**config.mk**
```make
export PLATFORM = sky130hd
export DESIGN_NAME = wavg_defuzz
export DESIGN_NICKNAME = d
export VERILOG_FILES = /design/src/rtl/wad_pkg.sv /design/src/rtl/wad_rule.sv /design/src/rtl/wad_accum.sv /design/src/rtl/wad_div.sv /design/src/rtl/wavg_defuzz.sv
export SDC_FILE = /design/constraint.sdc
export NUM_CORES = 1
export LEC_CHECK = 0
export ABC_AREA = 1
export BUFFER_PORTS_ARGS = -buffer_cell sky130_fd_sc_hd__buf_2
export CORE_MARGIN = 5
export CORE_UTILIZATION = 41
export CTS_CLUSTER_SIZE = 8
export DETAILED_ROUTE_END_ITERATION = 12
export GPL_TIMING_DRIVEN = 0
export SLEW_MARGIN = 20
export SYNTH_ARGS = -nofsm -noshare
export SYNTH_HDL_FRONTEND = slang
export SYNTH_SLANG_ARGS = --single-unit
```
**constraint.sdc**
```tcl
create_clock -name clk -period 8 [get_ports clk]
set_clock_uncertainty 0.2 [all_clocks]
set_input_delay 1.2 -clock clk [delete_from_list [all_inputs] [get_ports clk]]
set_output_delay 1.2 -clock clk [all_outputs]
set_load 0.005 [all_outputs]
```
**src/rtl/wad_pkg.sv**
```systemverilog
package wad_pkg;

    typedef enum logic [1:0] {
        TOP_IDLE,
        TOP_LOAD,
        TOP_WAIT
    } top_st_e;

    typedef enum logic {
        DIV_IDLE,
        DIV_RUN
    } div_st_e;

    // midpoint of a support whose ends may arrive in either order
    function automatic int unsigned wad_mid(int unsigned p, int unsigned q);
        int unsigned lo;
        int unsigned hi;
        lo = (p < q) ? p : q;
        hi = (p < q) ? q : p;
        return lo + ((hi - lo) >> 1);
    endfunction

endpackage

```
**src/rtl/wad_rule.sv**
```systemverilog
module wad_rule #(
    parameter int unsigned DW = 8
) (
    input  logic          clk,
    input  logic          rst,
    input  logic [DW-1:0] deg_a,
    input  logic [DW-1:0] deg_b,
    input  logic [DW-1:0] sup_lo,
    input  logic [DW-1:0] sup_hi,
    output logic [DW-1:0] strength,
    output logic [DW-1:0] centre
);
    import wad_pkg::*;

    always_comb begin
        strength = (deg_a < deg_b) ? deg_a : deg_b;
        centre   = DW'(wad_mid(32'(sup_lo), 32'(sup_hi)));
    end


    strength_min_chk: assert property (@(posedge clk) disable iff (rst)
        (strength <= deg_a) && (strength <= deg_b) && ((strength == deg_a) || (strength == deg_b)));


    centre_in_support_chk: assert property (@(posedge clk) disable iff (rst)
        ((centre >= sup_lo) || (centre >= sup_hi)) && ((centre <= sup_lo) || (centre <= sup_hi)));

endmodule

```
**src/rtl/wad_accum.sv**
```systemverilog
module wad_accum #(
    parameter int unsigned DW = 8,
    parameter int unsigned NR = 2,
    localparam int unsigned PW = 2 * DW,
    localparam int unsigned NW = PW + $clog2(NR),
    localparam int unsigned EW = DW + $clog2(NR)
) (
    input  logic [NR-1:0][DW-1:0] str,
    input  logic [NR-1:0][DW-1:0] cen,
    output logic [NW-1:0]         num,
    output logic [EW-1:0]         den
);
    logic [NR-1:0][PW-1:0] prod;

    // one multiplier per rule, all in parallel
    for (genvar i = 0; i < NR; i++) begin : g_mul
        assign prod[i] = PW'(str[i]) * PW'(cen[i]);
    end

    always_comb begin
        num = '0;
        den = '0;
        for (int i = 0; i < NR; i++) begin
            num = num + NW'(prod[i]);
            den = den + EW'(str[i]);
        end
    end

endmodule

```
**src/rtl/wad_div.sv**
```systemverilog
module wad_div #(
    parameter int unsigned NW = 17,
    parameter int unsigned EW = 9,
    parameter int unsigned QW = 8,
    localparam int unsigned RW = EW + 1,
    localparam int unsigned CW = $clog2(NW + 1)
) (
    input  logic          clk,
    input  logic          rst,
    input  logic          start,
    input  logic [NW-1:0] num,
    input  logic [EW-1:0] den,
    output logic          busy,
    output logic          done,
    output logic [QW-1:0] quo,
    output logic          none
);
    import wad_pkg::*;

    div_st_e       st;
    logic [RW-1:0] rem;
    logic [NW-1:0] q;
    logic [EW-1:0] den_q;
    logic [CW-1:0] cnt;

    logic [RW-1:0] rem_sh;
    logic          ge;
    logic [RW-1:0] rem_nx;
    logic [NW-1:0] q_nx;

    always_comb begin
        rem_sh = {rem[RW-2:0], q[NW-1]};
        ge     = rem_sh >= RW'(den_q);
        rem_nx = ge ? (rem_sh - RW'(den_q)) : rem_sh;
        q_nx   = {q[NW-2:0], ge};
    end

    assign busy = (st == DIV_RUN);

    always_ff @(posedge clk) begin
        if (rst) begin
            st    <= DIV_IDLE;
            rem   <= '0;
            q     <= '0;
            den_q <= '0;
            cnt   <= '0;
            done  <= 1'b0;
            quo   <= '0;
            none  <= 1'b0;
        end else begin
            done <= 1'b0;
            case (st)
                DIV_IDLE: begin
                    if (start) begin
                        if (den == '0) begin
                            done <= 1'b1;
                            quo  <= '0;
                            none <= 1'b1;
                        end else begin
                            rem   <= '0;
                            q     <= num;
                            den_q <= den;
                            cnt   <= CW'(NW);
                            st    <= DIV_RUN;
                        end
                    end
                end
                default: begin
                    rem <= rem_nx;
                    q   <= q_nx;
                    cnt <= cnt - 1'b1;
                    if (cnt == CW'(1)) begin
                        done <= 1'b1;
                        quo  <= q_nx[QW-1:0];
                        none <= 1'b0;
                        st   <= DIV_IDLE;
                    end
                end
            endcase
        end
    end


    rem_bound_chk: assert property (@(posedge clk) disable iff (rst)
        busy |-> (rem < RW'(den_q)));


    quo_fits_chk: assert property (@(posedge clk) disable iff (rst)
        (busy && cnt == CW'(1)) |-> (q_nx[NW-1:QW] == '0));

endmodule

```
**src/rtl/wavg_defuzz.sv**
```systemverilog
module wavg_defuzz #(
    parameter int unsigned DW = 8,
    localparam int unsigned NR = 2,
    localparam int unsigned NW = 2 * DW + $clog2(NR),
    localparam int unsigned EW = DW + $clog2(NR)
) (
    input  logic          clk,
    input  logic          rst,
    input  logic          in_valid,
    output logic          in_ready,
    input  logic [DW-1:0] deg_a1,
    input  logic [DW-1:0] deg_b1,
    input  logic [DW-1:0] deg_a2,
    input  logic [DW-1:0] deg_b2,
    input  logic [DW-1:0] c1_lo,
    input  logic [DW-1:0] c1_hi,
    input  logic [DW-1:0] c2_lo,
    input  logic [DW-1:0] c2_hi,
    output logic          out_valid,
    output logic [DW-1:0] out_crisp,
    output logic          out_none
);
    import wad_pkg::*;

    top_st_e st;

    logic [NR-1:0][DW-1:0] a_q, b_q, lo_q, hi_q;
    logic [NR-1:0][DW-1:0] str, cen;
    logic [NW-1:0]         num;
    logic [EW-1:0]         den;
    logic                  div_busy;
    logic                  div_start;

    assign in_ready  = (st == TOP_IDLE);
    assign div_start = (st == TOP_LOAD);

    always_ff @(posedge clk) begin
        if (rst) begin
            st   <= TOP_IDLE;
            a_q  <= '0;
            b_q  <= '0;
            lo_q <= '0;
            hi_q <= '0;
        end else begin
            case (st)
                TOP_IDLE: begin
                    if (in_valid) begin
                        a_q  <= {deg_a2, deg_a1};
                        b_q  <= {deg_b2, deg_b1};
                        lo_q <= {c2_lo, c1_lo};
                        hi_q <= {c2_hi, c1_hi};
                        st   <= TOP_LOAD;
                    end
                end
                TOP_LOAD: st <= TOP_WAIT;
                default:  if (out_valid) st <= TOP_IDLE;
            endcase
        end
    end

    for (genvar i = 0; i < NR; i++) begin : g_rule
        wad_rule #(.DW(DW)) rule_i (
            .clk      (clk),
            .rst      (rst),
            .deg_a    (a_q[i]),
            .deg_b    (b_q[i]),
            .sup_lo   (lo_q[i]),
            .sup_hi   (hi_q[i]),
            .strength (str[i]),
            .centre   (cen[i])
        );
    end

    wad_accum #(.DW(DW), .NR(NR)) accum_i (
        .str (str),
        .cen (cen),
        .num (num),
        .den (den)
    );

    wad_div #(.NW(NW), .EW(EW), .QW(DW)) div_i (
        .clk   (clk),
        .rst   (rst),
        .start (div_start),
        .num   (num),
        .den   (den),
        .busy  (div_busy),
        .done  (out_valid),
        .quo   (out_crisp),
        .none  (out_none)
    );


    valid_pulse_chk: assert property (@(posedge clk) disable iff (rst)
        out_valid |=> !out_valid);


    busy_not_ready_chk: assert property (@(posedge clk) disable iff (rst)
        div_busy |-> !in_ready);


    none_zero_chk: assert property (@(posedge clk) disable iff (rst)
        (out_valid && out_none) |-> (out_crisp == '0));


    hold_inputs_chk: assert property (@(posedge clk) disable iff (rst)
        (!in_ready && !out_valid) |=> $stable(a_q) && $stable(b_q) && $stable(lo_q) && $stable(hi_q));

endmodule

```
==> flow_summary.json <==
{
  "synth_compound_gate_area_share_pct": 14.25,
  "io_buffers": 77,
  "wl_per_cell_microns": 15.48,
  "max_freq_ghz": 0.1201,
  "hold_violations": 0,
  "cp_slowest_cell": "fa_2",
  "holdCritPathClass": "reg2reg",
  "place_ws_ns": -0.9974,
  "drt_wl_total_microns": 34140,
  "yosysUniqueCellTypes": 50,
  "dp.cells": 2106,
  "viasPerCell": 5.088,
  "synthArstFlopShare_pct": 0,
  "synth_most_common_cell": "inv_1",
  "grt_max_degree": 17,
  "rsz0062_at_grt": "yes",
  "cp_data_required_time_ns": 8.17,
  "synth_cells": 1639,
  "synth-seq-cells": 117,
  "grt_pass1_vias": 10991,
  "max_slew_margin_pct": 19.27,
  "cpPeakStageDelay_ns": 0.67,
  "r2r_setup_slack_ns": -0.33,
  "yosysTopAreaCell": "dfxtp_1",
  "num_antenna_cells": 0,
  "synth_top_family_by_area": "adder cells",
  "whs_ns": 0.2683,
  "fp.dieArea_sq_um": 33360,
  "start_kind": "flop",
  "synth_fa_ha_area_share_pct": 29.65,
  "criticalPathCategory": "reg2reg",
  "post_layout_nonfiller_instances": 2205,
  "clock-sinks": 117,
  "worstPathArrival_ns": 8.49,
  "path_clk_slew_ns": 0.06,
  "synth_xor_area_share_pct": 2.775,
  "yosys_warnings": 0,
  "clock_path_buffers": 2,
  "wirelength_met1_microns": 16090,
  "worst_slack_ns": -0.3271,
  "place_hpwl_microns": 26640,
  "timing.rr.start": "hi_q[5]",
  "synth_nets": 1935,
  "htreeDepth": 4,
  "r2r_end": "div_i.q[15]",
  "drt_pass1_iterations": 5,
  "syn_avg_cell_area_sq_um": 7.456,
  "vias": 11218,
  "setup_viol": 10,
  "synth_edf_count": 0,
  "initialDrtViolationCount": 714,
  "grt_pass1_wl_microns": 55510,
  "tns_ns": -1.990,
  "die_w_microns": 182.6,
  "drive_gt1_share_pct": 28.26,
  "pin_count": 78,
  "clk_latency_ns": 0.43,
  "yosys.area_share.simple_pct": 22.92,
  "ant_nets": 0,
  "status": "complete, but fails checks",
  "synth_top_cells_by_area": "dfxtp_1, fa_1, ha_1, inv_1, nand2_1",
  "wl_met3_microns": 1400,
  "cp-startpoint": "hi_q[5]",
  "path_max_fanout": 5,
  "seq_area_frac_synth_pct": 19.17,
  "fin_crit_sh_pct": 104.1,
  "fin_nets": 2100,
  "yosys-top-cells-count": "inv_1, nand2_1, nor2_1",
  "synth_top_area_share_pct": 19.17,
  "drc": 0,
  "synthMuxAreaShare_pct": 0,
  "area_growth_pct": 26.91,
  "synth_ff_type": "dfxtp_1",
  "wl_met2_microns": 16010,
  "numCtsBuffers": 17,
  "initial_utilization_pct": 41.34,
  "reg2regPathDepth": 46,
  "core_sq_um": 29560,
  "antenna_found_initial": 0,
  "cap_violations": 0,
  "place_congestion": 0.8804,
  "root_buffer": "clkbuf_16",
  "drv_slew": 0,
  "die_h_microns": 182.6,
  "grt.overflow.total": 0,
  "worstMarginPinSlew_ns": 1.198,
  "cts_tree": "done",
  "rows": 63,
  "fillCellCount": 2850,
  "dr.max_layer_used": "met4",
  "violations": "setup timing",
  "groute.usage.overall_pct": 20.69,
  "critPathCaptureType": "flop",
  "endpoint": "div_i.q[15]",
  "syn-cell-area_sq_um": 12220,
  "fin_crit_ns": 8.327
}
-- registers in the layout, indices dropped and copies added (netlist names) --
register / flops
st: 2
a_q: 16
div_i.den_q: 9
div_i.busy: 1
div_i.cnt: 5
div_i.done: 1
div_i.none: 1
div_i.q: 17
hi_q: 16
div_i.rem: 9
div_i.quo: 8
b_q: 16
lo_q: 16
-- critical path: cells and delay by family, from the launching register on --
family          cells  cell delay [ns]
xor+xnor            2             0.34
simple gates       18             1.51
flops               1             0.36
fa+ha+maj          10             4.23
compound gates      8             1.09
buf+inv             8             0.54
-- metal layers --
| layer | vias to the layer above | global-route usage, % |
|---|---|---|
| met5 | - | 0 |
| met4 | 0 | 5.434 |
| met3 | 38 | 3.010 |
| met2 | 237 | 34.21 |
| met1 | 5380 | 28.42 |
| li1 | 5563 | - |
-- what timing repair did --
| item | in CTS | in global routing |
|---|---|---|
| gates cloned | 0 | 0 |
| buffers inserted | 52 | 20 |
| pin swaps | 120 | 82 |
| setup endpoints to repair | 11 | 12 |
| hold buffers | 0 | 0 |
| gates resized for setup | 154 | 105 |
-- worst min-delay path by stage --
| stage | from | to | slack, ns | cells past startpoint |
|---|---|---|---|---|
| 6_report | div_i.none | div_i.none | 0.27 | 2 |
| 4_1_cts | div_i.den_q[7] | div_i.den_q[7] | 0.27 | 2 |
| 5_1_grt | div_i.den_q[7] | div_i.den_q[7] | 0.29 | 2 |
| 2_1_floorplan | div_i.den_q[5] | div_i.den_q[5] | 0.24 | 2 |
| 3_5_place_dp | div_i.den_q[4] | div_i.den_q[4] | 0.26 | 2 |
| 3_3_place_gp | div_i.none | div_i.none | 0.25 | 2 |
-- area by class of cell --
type,instances,area [sq um],area share [%]
Multi-Input combinational cell,1172,9692,62.49
Sequential cell,117,2375,15.31
Inverter,304,1159,7.471
Timing Repair Buffer,146,945.9,6.099
Tap cell,390,488.0,3.146
Clock buffer,21,460.4,2.969
Buffer,46,236.5,1.525
Clock inverter,9,152.6,0.9843
-- cell families after synthesis --
family                   Yosys count
flip-flops                       117
AND/OR/NAND/NOR                  602
XOR/XNOR                          37
AO/OA/AOI/OAI                    304
buffers and inverters            350
adder cells (fa/ha/maj)          229
-- per-stage QoR --
step                util (%)  area [sq um]
finish                 52.47         15510
global route           52.47         15510
floorplan                  -         12500
CTS                    50.48         14920
detailed placement     45.26         13380
global placement       45.26         13380
-- cells in the final DEF (no fill, tap or decap), drive strengths merged, types with 2 or more instances in the layout --
cell      instances
a211oi            2
a21boi            3
a21o              5
a21oi           149
a31oi             4
and2              3
buf             160
bufinv            4
clkbuf           53
clkinv            6
clkinvlp          3
dfxtp           117
fa              101
ha              128
inv             300
nand2           264
nand3           126
nand3b            6
nand4            17
nor2            170
nor3              4
o211ai            9
o21ai           120
o21bai            7
or2              12
xnor2            15
xor2             22
Power is left out: the tool's default activity adds up to more than one toggle a clock period on the data nets, which glitch-free logic cannot reach.
